**src/rtl/eeprom_pkg.sv**
```systemverilog
package eeprom_pkg;

    typedef enum logic [2:0] {
        ST_IDLE,
        ST_DEVSEL,
        ST_ADDR,
        ST_WDATA,
        ST_RDATA,
        ST_PROG,
        ST_IGNORE
    } slave_state_t;

endpackage

```
**src/rtl/eeprom_ctrl_fsm.sv**
```systemverilog
module eeprom_ctrl_fsm
    import eeprom_pkg::*;
#(
    parameter logic [6:0] DEV_ADDR    = 7'h50,
    parameter int         PROG_CYCLES = 16
) (
    input  logic         clk,
    input  logic         rst_n,
    input  logic         start_i,
    input  logic         stop_i,
    input  logic         byte_valid_i,
    input  logic [7:0]   rx_byte_i,
    input  logic         rd_req_i,
    input  logic         page_dirty_i,
    output slave_state_t state_o,
    output logic         ack_o,
    output logic         addr_load_o,
    output logic         data_wr_o,
    output logic         rd_step_o,
    output logic         commit_o
);

    localparam int TW = $clog2(PROG_CYCLES + 1);
    localparam logic [TW-1:0] TIMER_LOAD = TW'(PROG_CYCLES - 1);

    slave_state_t    state_q, state_d;
    logic [TW-1:0]   timer_q;
    logic            ack_d;
    logic            sel_hit;
    logic            prog_enter;
    logic            bus_event;

    assign sel_hit    = (rx_byte_i[7:1] == DEV_ADDR);
    assign bus_event  = start_i | stop_i;
    assign prog_enter = (state_d == ST_PROG) && (state_q != ST_PROG);
    assign state_o    = state_q;

    // State register, program timer and registered acknowledge
    always_ff @(posedge clk or negedge rst_n) begin
        if (!rst_n) begin
            state_q <= ST_IDLE;
            timer_q <= '0;
            ack_o   <= 1'b0;
        end else begin
            state_q <= state_d;
            ack_o   <= ack_d;
            if (prog_enter) begin
                timer_q <= TIMER_LOAD;
            end else if (state_q == ST_PROG && timer_q != '0) begin
                timer_q <= timer_q - 1'b1;
            end
        end
    end

    // Next-state logic
    always_comb begin
        state_d = state_q;
        if (state_q == ST_PROG) begin
            if (timer_q == '0) begin
                state_d = ST_IDLE;
            end
        end else if (start_i) begin
            state_d = ST_DEVSEL;
        end else if (stop_i) begin
            state_d = (state_q == ST_WDATA && page_dirty_i) ? ST_PROG : ST_IDLE;
        end else if (byte_valid_i) begin
            unique case (state_q)
                ST_DEVSEL: state_d = sel_hit ? (rx_byte_i[0] ? ST_RDATA : ST_ADDR)
                                             : ST_IGNORE;
                ST_ADDR:   state_d = ST_WDATA;
                default:   state_d = state_q;
            endcase
        end
    end

    // Output strobes
    always_comb begin
        ack_d       = 1'b0;
        addr_load_o = 1'b0;
        data_wr_o   = 1'b0;
        rd_step_o   = 1'b0;
        commit_o    = (state_q == ST_PROG) && (timer_q == '0);
        if (state_q != ST_PROG && !bus_event) begin
            unique case (state_q)
                ST_DEVSEL: ack_d = byte_valid_i && sel_hit;
                ST_ADDR: begin
                    ack_d       = byte_valid_i;
                    addr_load_o = byte_valid_i;
                end
                ST_WDATA: begin
                    ack_d     = byte_valid_i;
                    data_wr_o = byte_valid_i;
                end
                ST_RDATA:  rd_step_o = rd_req_i;
                default:   ack_d = 1'b0;
            endcase
        end
    end

endmodule

```
**src/rtl/eeprom_addr_ctr.sv**
```systemverilog
module eeprom_addr_ctr #(
    parameter int ADDR_W = 7,
    parameter int PAGE_W = 3
) (
    input  logic              clk,
    input  logic              rst_n,
    input  logic              load_i,
    input  logic [ADDR_W-1:0] load_val_i,
    input  logic              step_i,
    output logic [ADDR_W-1:0] addr_o
);

    localparam int HI_W = ADDR_W - PAGE_W;

    logic [HI_W-1:0]   hi_q;
    logic [PAGE_W-1:0] lo_q;

    always_ff @(posedge clk or negedge rst_n) begin
        if (!rst_n) begin
            hi_q <= '0;
            lo_q <= '0;
        end else if (load_i) begin
            hi_q <= load_val_i[ADDR_W-1:PAGE_W];
            lo_q <= load_val_i[PAGE_W-1:0];
        end else if (step_i) begin
            lo_q <= lo_q + 1'b1;
        end
    end

    assign addr_o = {hi_q, lo_q};

endmodule

```
**src/rtl/eeprom_page_buf.sv**
```systemverilog
module eeprom_page_buf #(
    parameter int PAGE_W = 3
) (
    input  logic                     clk,
    input  logic                     rst_n,
    input  logic                     clear_i,
    input  logic                     wr_i,
    input  logic [PAGE_W-1:0]        idx_i,
    input  logic [7:0]               data_i,
    output logic [8*(2**PAGE_W)-1:0] bytes_o,
    output logic [(2**PAGE_W)-1:0]   mask_o,
    output logic                     dirty_o
);

    localparam int PAGE_BYTES = 2 ** PAGE_W;

    for (genvar s = 0; s < PAGE_BYTES; s++) begin : g_slot
        logic [7:0] byte_q;
        logic       used_q;

        always_ff @(posedge clk or negedge rst_n) begin
            if (!rst_n) begin
                byte_q <= '0;
                used_q <= 1'b0;
            end else if (clear_i) begin
                used_q <= 1'b0;
            end else if (wr_i && idx_i == PAGE_W'(s)) begin
                byte_q <= data_i;
                used_q <= 1'b1;
            end
        end

        assign bytes_o[8*s +: 8] = byte_q;
        assign mask_o[s]         = used_q;
    end

    assign dirty_o = |mask_o;

endmodule

```
**src/rtl/eeprom_store.sv**
```systemverilog
module eeprom_store #(
    parameter int ADDR_W = 7,
    parameter int PAGE_W = 3
) (
    input  logic                     clk,
    input  logic                     rst_n,
    input  logic                     commit_i,
    input  logic [ADDR_W-PAGE_W-1:0] page_i,
    input  logic [8*(2**PAGE_W)-1:0] bytes_i,
    input  logic [(2**PAGE_W)-1:0]   mask_i,
    input  logic                     rd_i,
    input  logic [ADDR_W-1:0]        rd_addr_i,
    output logic [7:0]               rd_data_o,
    output logic                     rd_valid_o
);

    localparam int DEPTH      = 2 ** ADDR_W;
    localparam int PAGE_BYTES = 2 ** PAGE_W;
    localparam int HI_W       = ADDR_W - PAGE_W;

    logic [7:0] mem_w [DEPTH];

    for (genvar w = 0; w < DEPTH; w++) begin : g_word
        localparam int              SLOT = w % PAGE_BYTES;
        localparam logic [HI_W-1:0] PG   = HI_W'(w / PAGE_BYTES);
        logic [7:0] word_q;

        always_ff @(posedge clk or negedge rst_n) begin
            if (!rst_n) begin
                word_q <= '0;
            end else if (commit_i && page_i == PG && mask_i[SLOT]) begin
                word_q <= bytes_i[8*SLOT +: 8];
            end
        end

        assign mem_w[w] = word_q;
    end

    always_ff @(posedge clk or negedge rst_n) begin
        if (!rst_n) begin
            rd_data_o  <= '0;
            rd_valid_o <= 1'b0;
        end else begin
            rd_valid_o <= rd_i;
            if (rd_i) begin
                rd_data_o <= mem_w[rd_addr_i];
            end
        end
    end

endmodule

```
**src/rtl/eeprom_page_slave.sv**
```systemverilog
module eeprom_page_slave
    import eeprom_pkg::*;
#(
    parameter int         ADDR_W      = 7,
    parameter int         PAGE_W      = 3,
    parameter int         PROG_CYCLES = 16,
    parameter logic [6:0] DEV_ADDR    = 7'h50
) (
    input  logic       clk,
    input  logic       rst_n,
    input  logic       start_i,
    input  logic       stop_i,
    input  logic       byte_valid_i,
    input  logic [7:0] rx_byte_i,
    input  logic       rd_req_i,
    output logic       ack_o,
    output logic [7:0] rd_data_o,
    output logic       rd_valid_o
);

    localparam int PAGE_BYTES = 2 ** PAGE_W;
    localparam int HI_W       = ADDR_W - PAGE_W;

    slave_state_t              state;
    logic [ADDR_W-1:0]         addr_q;
    logic                      addr_load, data_wr, rd_step, commit;
    logic                      page_dirty;
    logic [8*PAGE_BYTES-1:0]   page_bytes;
    logic [PAGE_BYTES-1:0]     page_mask;

    eeprom_ctrl_fsm #(
        .DEV_ADDR    (DEV_ADDR),
        .PROG_CYCLES (PROG_CYCLES)
    ) u_fsm (
        .clk          (clk),
        .rst_n        (rst_n),
        .start_i      (start_i),
        .stop_i       (stop_i),
        .byte_valid_i (byte_valid_i),
        .rx_byte_i    (rx_byte_i),
        .rd_req_i     (rd_req_i),
        .page_dirty_i (page_dirty),
        .state_o      (state),
        .ack_o        (ack_o),
        .addr_load_o  (addr_load),
        .data_wr_o    (data_wr),
        .rd_step_o    (rd_step),
        .commit_o     (commit)
    );

    eeprom_addr_ctr #(
        .ADDR_W (ADDR_W),
        .PAGE_W (PAGE_W)
    ) u_addr (
        .clk        (clk),
        .rst_n      (rst_n),
        .load_i     (addr_load),
        .load_val_i (rx_byte_i[ADDR_W-1:0]),
        .step_i     (data_wr | rd_step),
        .addr_o     (addr_q)
    );

    eeprom_page_buf #(
        .PAGE_W (PAGE_W)
    ) u_page (
        .clk     (clk),
        .rst_n   (rst_n),
        .clear_i (addr_load | commit),
        .wr_i    (data_wr),
        .idx_i   (addr_q[PAGE_W-1:0]),
        .data_i  (rx_byte_i),
        .bytes_o (page_bytes),
        .mask_o  (page_mask),
        .dirty_o (page_dirty)
    );

    eeprom_store #(
        .ADDR_W (ADDR_W),
        .PAGE_W (PAGE_W)
    ) u_store (
        .clk        (clk),
        .rst_n      (rst_n),
        .commit_i   (commit),
        .page_i     (addr_q[ADDR_W-1:PAGE_W]),
        .bytes_i    (page_bytes),
        .mask_i     (page_mask),
        .rd_i       (rd_step),
        .rd_addr_i  (addr_q),
        .rd_data_o  (rd_data_o),
        .rd_valid_o (rd_valid_o)
    );

    logic [HI_W-1:0] unused_hi;
    assign unused_hi = addr_q[ADDR_W-1:PAGE_W];

endmodule

```
**config.mk**
```make
export PLATFORM = sky130hd
export DESIGN_NAME = eeprom_page_slave
export DESIGN_NICKNAME = d
export VERILOG_FILES = /design/src/rtl/eeprom_pkg.sv /design/src/rtl/eeprom_ctrl_fsm.sv /design/src/rtl/eeprom_addr_ctr.sv /design/src/rtl/eeprom_page_buf.sv /design/src/rtl/eeprom_store.sv /design/src/rtl/eeprom_page_slave.sv
export SDC_FILE = /design/constraint.sdc
export NUM_CORES = 2
export LEC_CHECK = 0
export BUFFER_PORTS_ARGS = -buffer_cell sky130_fd_sc_hd__buf_2
export CORE_MARGIN = 3
export CORE_UTILIZATION = 50
export DETAILED_ROUTE_END_ITERATION = 8
export PLACE_DENSITY_LB_ADDON = 0.15
export SETUP_SLACK_MARGIN = 0.1
export SLEW_MARGIN = 0
export SYNTH_ARGS = -nofsm -noshare
export SYNTH_HDL_FRONTEND = slang
export SYNTH_SLANG_ARGS = --single-unit
```
**constraint.sdc**
```tcl
create_clock -name clk -period 3.8 [get_ports clk]
set_clock_uncertainty 0.05 [all_clocks]
set_input_delay 0.19 -clock clk [delete_from_list [all_inputs] [get_ports clk]]
set_output_delay 0.19 -clock clk [all_outputs]
set_load 0.01 [all_outputs]
```
==> metrics.md <==
| Metric | Value |
|---|---|
| Worst VDD drop | `387 uV` |
| Global-route wire length before repair | `251000 um` |
| Largest net degree at the start of global routing | `114` |
| Ys flop type | `dfrtp_1` |
| Kind of critical path | `flop to flop` |
| Initial antenna violation count | `14` |
| Setup tns final | `0 ns` |
| Crit path cell chain | `or4b_2, buf_4, o22ai_1, nor2_1, a41oi_1, nor4_1, o21ai_1` |
| Worst slew pin tran | `1.29 ns` |
| Starting density of the core | `50.5%` |
| Clock-pin slew of the registers on the worst-case setup and hold paths | `0.06 ns` |
| Period Utilization, post-route | `93.6%` |
| Pleak | `28.8 nW` |
| Sequential share of the synthesized area | `55.4%` |
| Drt wl/cell | `33.4 um` |
| CP Capture Type | `flop` |
| Synth Instances | `3655` |
| Vias in the first global route | `34382` |
| PortBufs | `23` |
| GRT overflow | `0` |
| Arrival @ worst endpoint | `4.14 ns` |
| Hold crit path type | `input pin to flop` |
| Height of the die | `324 um` |
| HPWL Detailed | `117000 um` |
| Global-route usage over all layers | `33.4%` |
| Async SR Flop Fraction | `100%` |
| Hold endpoint | `u_addr.hi_q[1]` |
| Yosys synthesis warning count | `0` |
| Syn Std Cell Area | `50600 sq um` |
| WP data required | `4.38 ns` |
| Slowest stage delay, CP | `1.01 ns` |
| Post-synthesis net count | `3676` |
| Hold Crit Start | `rx_byte_i[4]` |
| Residual DRC | `0` |
| Clock latency at the later pin of the worst-skew pair | `0.72 ns` |
| Die X | `324 um` |
| Reg-to-Reg Start | `u_addr.hi_q[0]` |
| Core box area | `100000 sq um` |
| Max Freq | `281 MHz` |
| Hold path depth | `2` |
| Max-slew violations | `0` |
| Total CTS buffers | `119` |
| Synth Area per Inst | `13.8 sq um` |
| Router iterations before antenna repair | `5` |
| Post-DR vias/cell | `6.43` |
| Status | `completed` |
| RSZ-0062 raised after global routing | `false` |
| Gates resized, CTS repair | `0` |
| Die ar. | `105000 sq um` |
| Wirelength, routed | `175000 um` |
| Antenna viol nets, final | `0` |
| Row cnt | `116` |
| Flops & latches, synth | `1121` |
| Fraction of layout cells with a size suffix above 1 | `40.8%` |
| # clock sinks | `1121` |
| Min Tclk post-route | `3.56 ns` |
| Vias | `33567` |
| Root buffer cell | `clkbuf_16` |
| Final GP Congestion | `0.944` |
| R2r endpoint | `u_store.rd_data_o[1]` |
| Syn-to-layout area delta | `13.5%` |
| CTS tree | `yes` |
| Hold WS | `0.0572 ns` |
| Critical path startpoint | `u_addr.hi_q[0]` |
| Initial DRC Count | `3549` |
| Slowest stage cell, crit path | `or4b_2` |
| Max-cap violations | `0` |
| I/O Pins | `24` |
| Number of synthesized flops with an enable pin | `0` |
| Worst-path fanout max | `21` |
| Max_slew headroom | `13.9%` |
| CP startpoint kind | `flop` |
| H-tree depth | `3` |
| Worst-case reg-to-reg path depth | `7` |
| Longest Clk Path Bufs | `3` |
| Yosys cell types | `50` |
| # setup viols final | `0` |
| R2r setup slk | `0.24 ns` |
| Fin. Hold Viols | `0` |
| Nets | `3784` |
| PD cells | `502 nW/um^2` |
==> timing repair <==
| action | CTS | global route |
|---|---|---|
| buffers inserted | 0 | 0 |
| endpoints found under the hold margin | 150 | 0 |
| hold buffers | 13 | 0 |
==> where the power goes <==
part           leakage, nW  switching [mW]  internal [mW]
sequential            15.6           0.366           12.0
combinational         11.2            2.87           1.67
clock                 2.00            4.93           6.97
total                 28.8            8.17           20.7
==> placed cells by master, fill, tap and decap left out, types with 7 or more instances in the layout <==
cell	n
nand2_4	32
ha_1	7
clkinv_2	25
bufinv_16	8
o21ai_0	11
dfrtp_1	1120
buf_12	27
clkbuf_16	119
nand2_2	73
clkbuf_1	20
buf_2	22
mux2_1	43
nand2_1	62
mux2i_1	513
o22ai_1	258
clkbuf_8	35
mux2_2	1044
a41oi_1	32
inv_1	8
nor2_1	133
nor2_2	12
dlygate4sd3_1	13
buf_4	146
nor4_1	12
==> critical path, delay by kind of cell, from the launching register on <==
family                 cells  cell delay [ns]
AOI/OAI and AO/OA          3             0.99
buffers and inverters      1             0.36
and+or+nand+nor            3             1.23
DFF                        1             0.81
==> registers in the layout, summed over array words and instances, names as in the netlist <==
signal,count
u_store.g_word.word_q,1024
u_addr.hi_q,4
u_addr.lo_q,3
u_store.rd_valid_o,1
u_fsm.timer_q,5
u_fsm.ack_o,1
u_page.g_slot.used_q,8
u_page.g_slot.byte_q,64
u_fsm.state_o,3
u_store.rd_data_o,8
==> metal layers <==
metal	track usage [%]	share of wire (%)
met5	0	0.0074
met2	50.1	44
met1	48.6	44
met3	7.19	8.3
met4	11.1	3.8
==> worst max-delay path by stage <==
stage	endpoint	slack [ns]	cells past startpoint
after floorplan	u_store.g_word[55].word_q[0]	1.12	8
after global placement	u_store.rd_data_o[3]	0.43	7
after detailed placement	u_store.rd_data_o[1]	0.41	7
after CTS	u_store.rd_data_o[1]	0.36	7
after global routing	u_store.rd_data_o[1]	0.18	7
final	u_store.rd_data_o[1]	0.24	7
==> cell families after synthesis <==
kind of cell               after synthesis  synth area share [%]
AOI/OAI and AO/OA                      324                  4.16
muxes                                 1600                  34.3
and+or+nand+nor                        371                  4.18
xor gates and xnor gates                 2                0.0346
DFF                                   1121                  55.4
buffers and inverters                  230                  1.71
adders and majority gates                7                 0.173
==> area by class of cell <==
type                    instances  area [sq um]
flip-flops and latches       1121         28100
diodes                          1          2.50
fillers                      7987         42900
clock buffers                 174          3530
repair buffers                209          1890
well taps                    1357          1700
clock inverters                46           498
multi-input cells            2304         21700
inverters                       8          30.0
==> synth_stat cells (5+ instances only) <==
cell	instances	area [sq um]
and3_1	6	37.5
nor2_2	12	75.1
buf_1	36	135
dfrtp_1	1121	28100
mux2_1	43	484
clkbuf_1	183	687
o22ai_1	258	1610
nand2_4	32	360
nor2_1	133	499
mux2_2	1044	11800
nand2_1	62	233
nand4bb_1	7	78.8
nor4_1	12	75.1
a41oi_1	32	280
nand2_2	73	457
mux2i_1	513	5130
o21ai_0	11	55.1
nor2b_1	5	31.3
ha_1	7	87.6
inv_1	8	30.0
==> metrics by stage <==
step | cell area, sq um | setup slack, ns | power (mW) | instances | utilization, %
after floorplan | 50600 | 1.12 | 15.3 | 3655 | -
final | 57400 | 0.242 | 28.8 | 5220 | 57.3
after detailed placement | 53300 | 0.406 | 17.1 | 4986 | 53.1
after CTS | 57400 | 0.356 | 28.9 | 5219 | 57.3
after global placement | 53300 | 0.432 | 17.1 | 4986 | 53.1
after global routing | 57400 | 0.175 | 29.6 | 5220 | 57.3
Power figures use the tool's default switching activity.
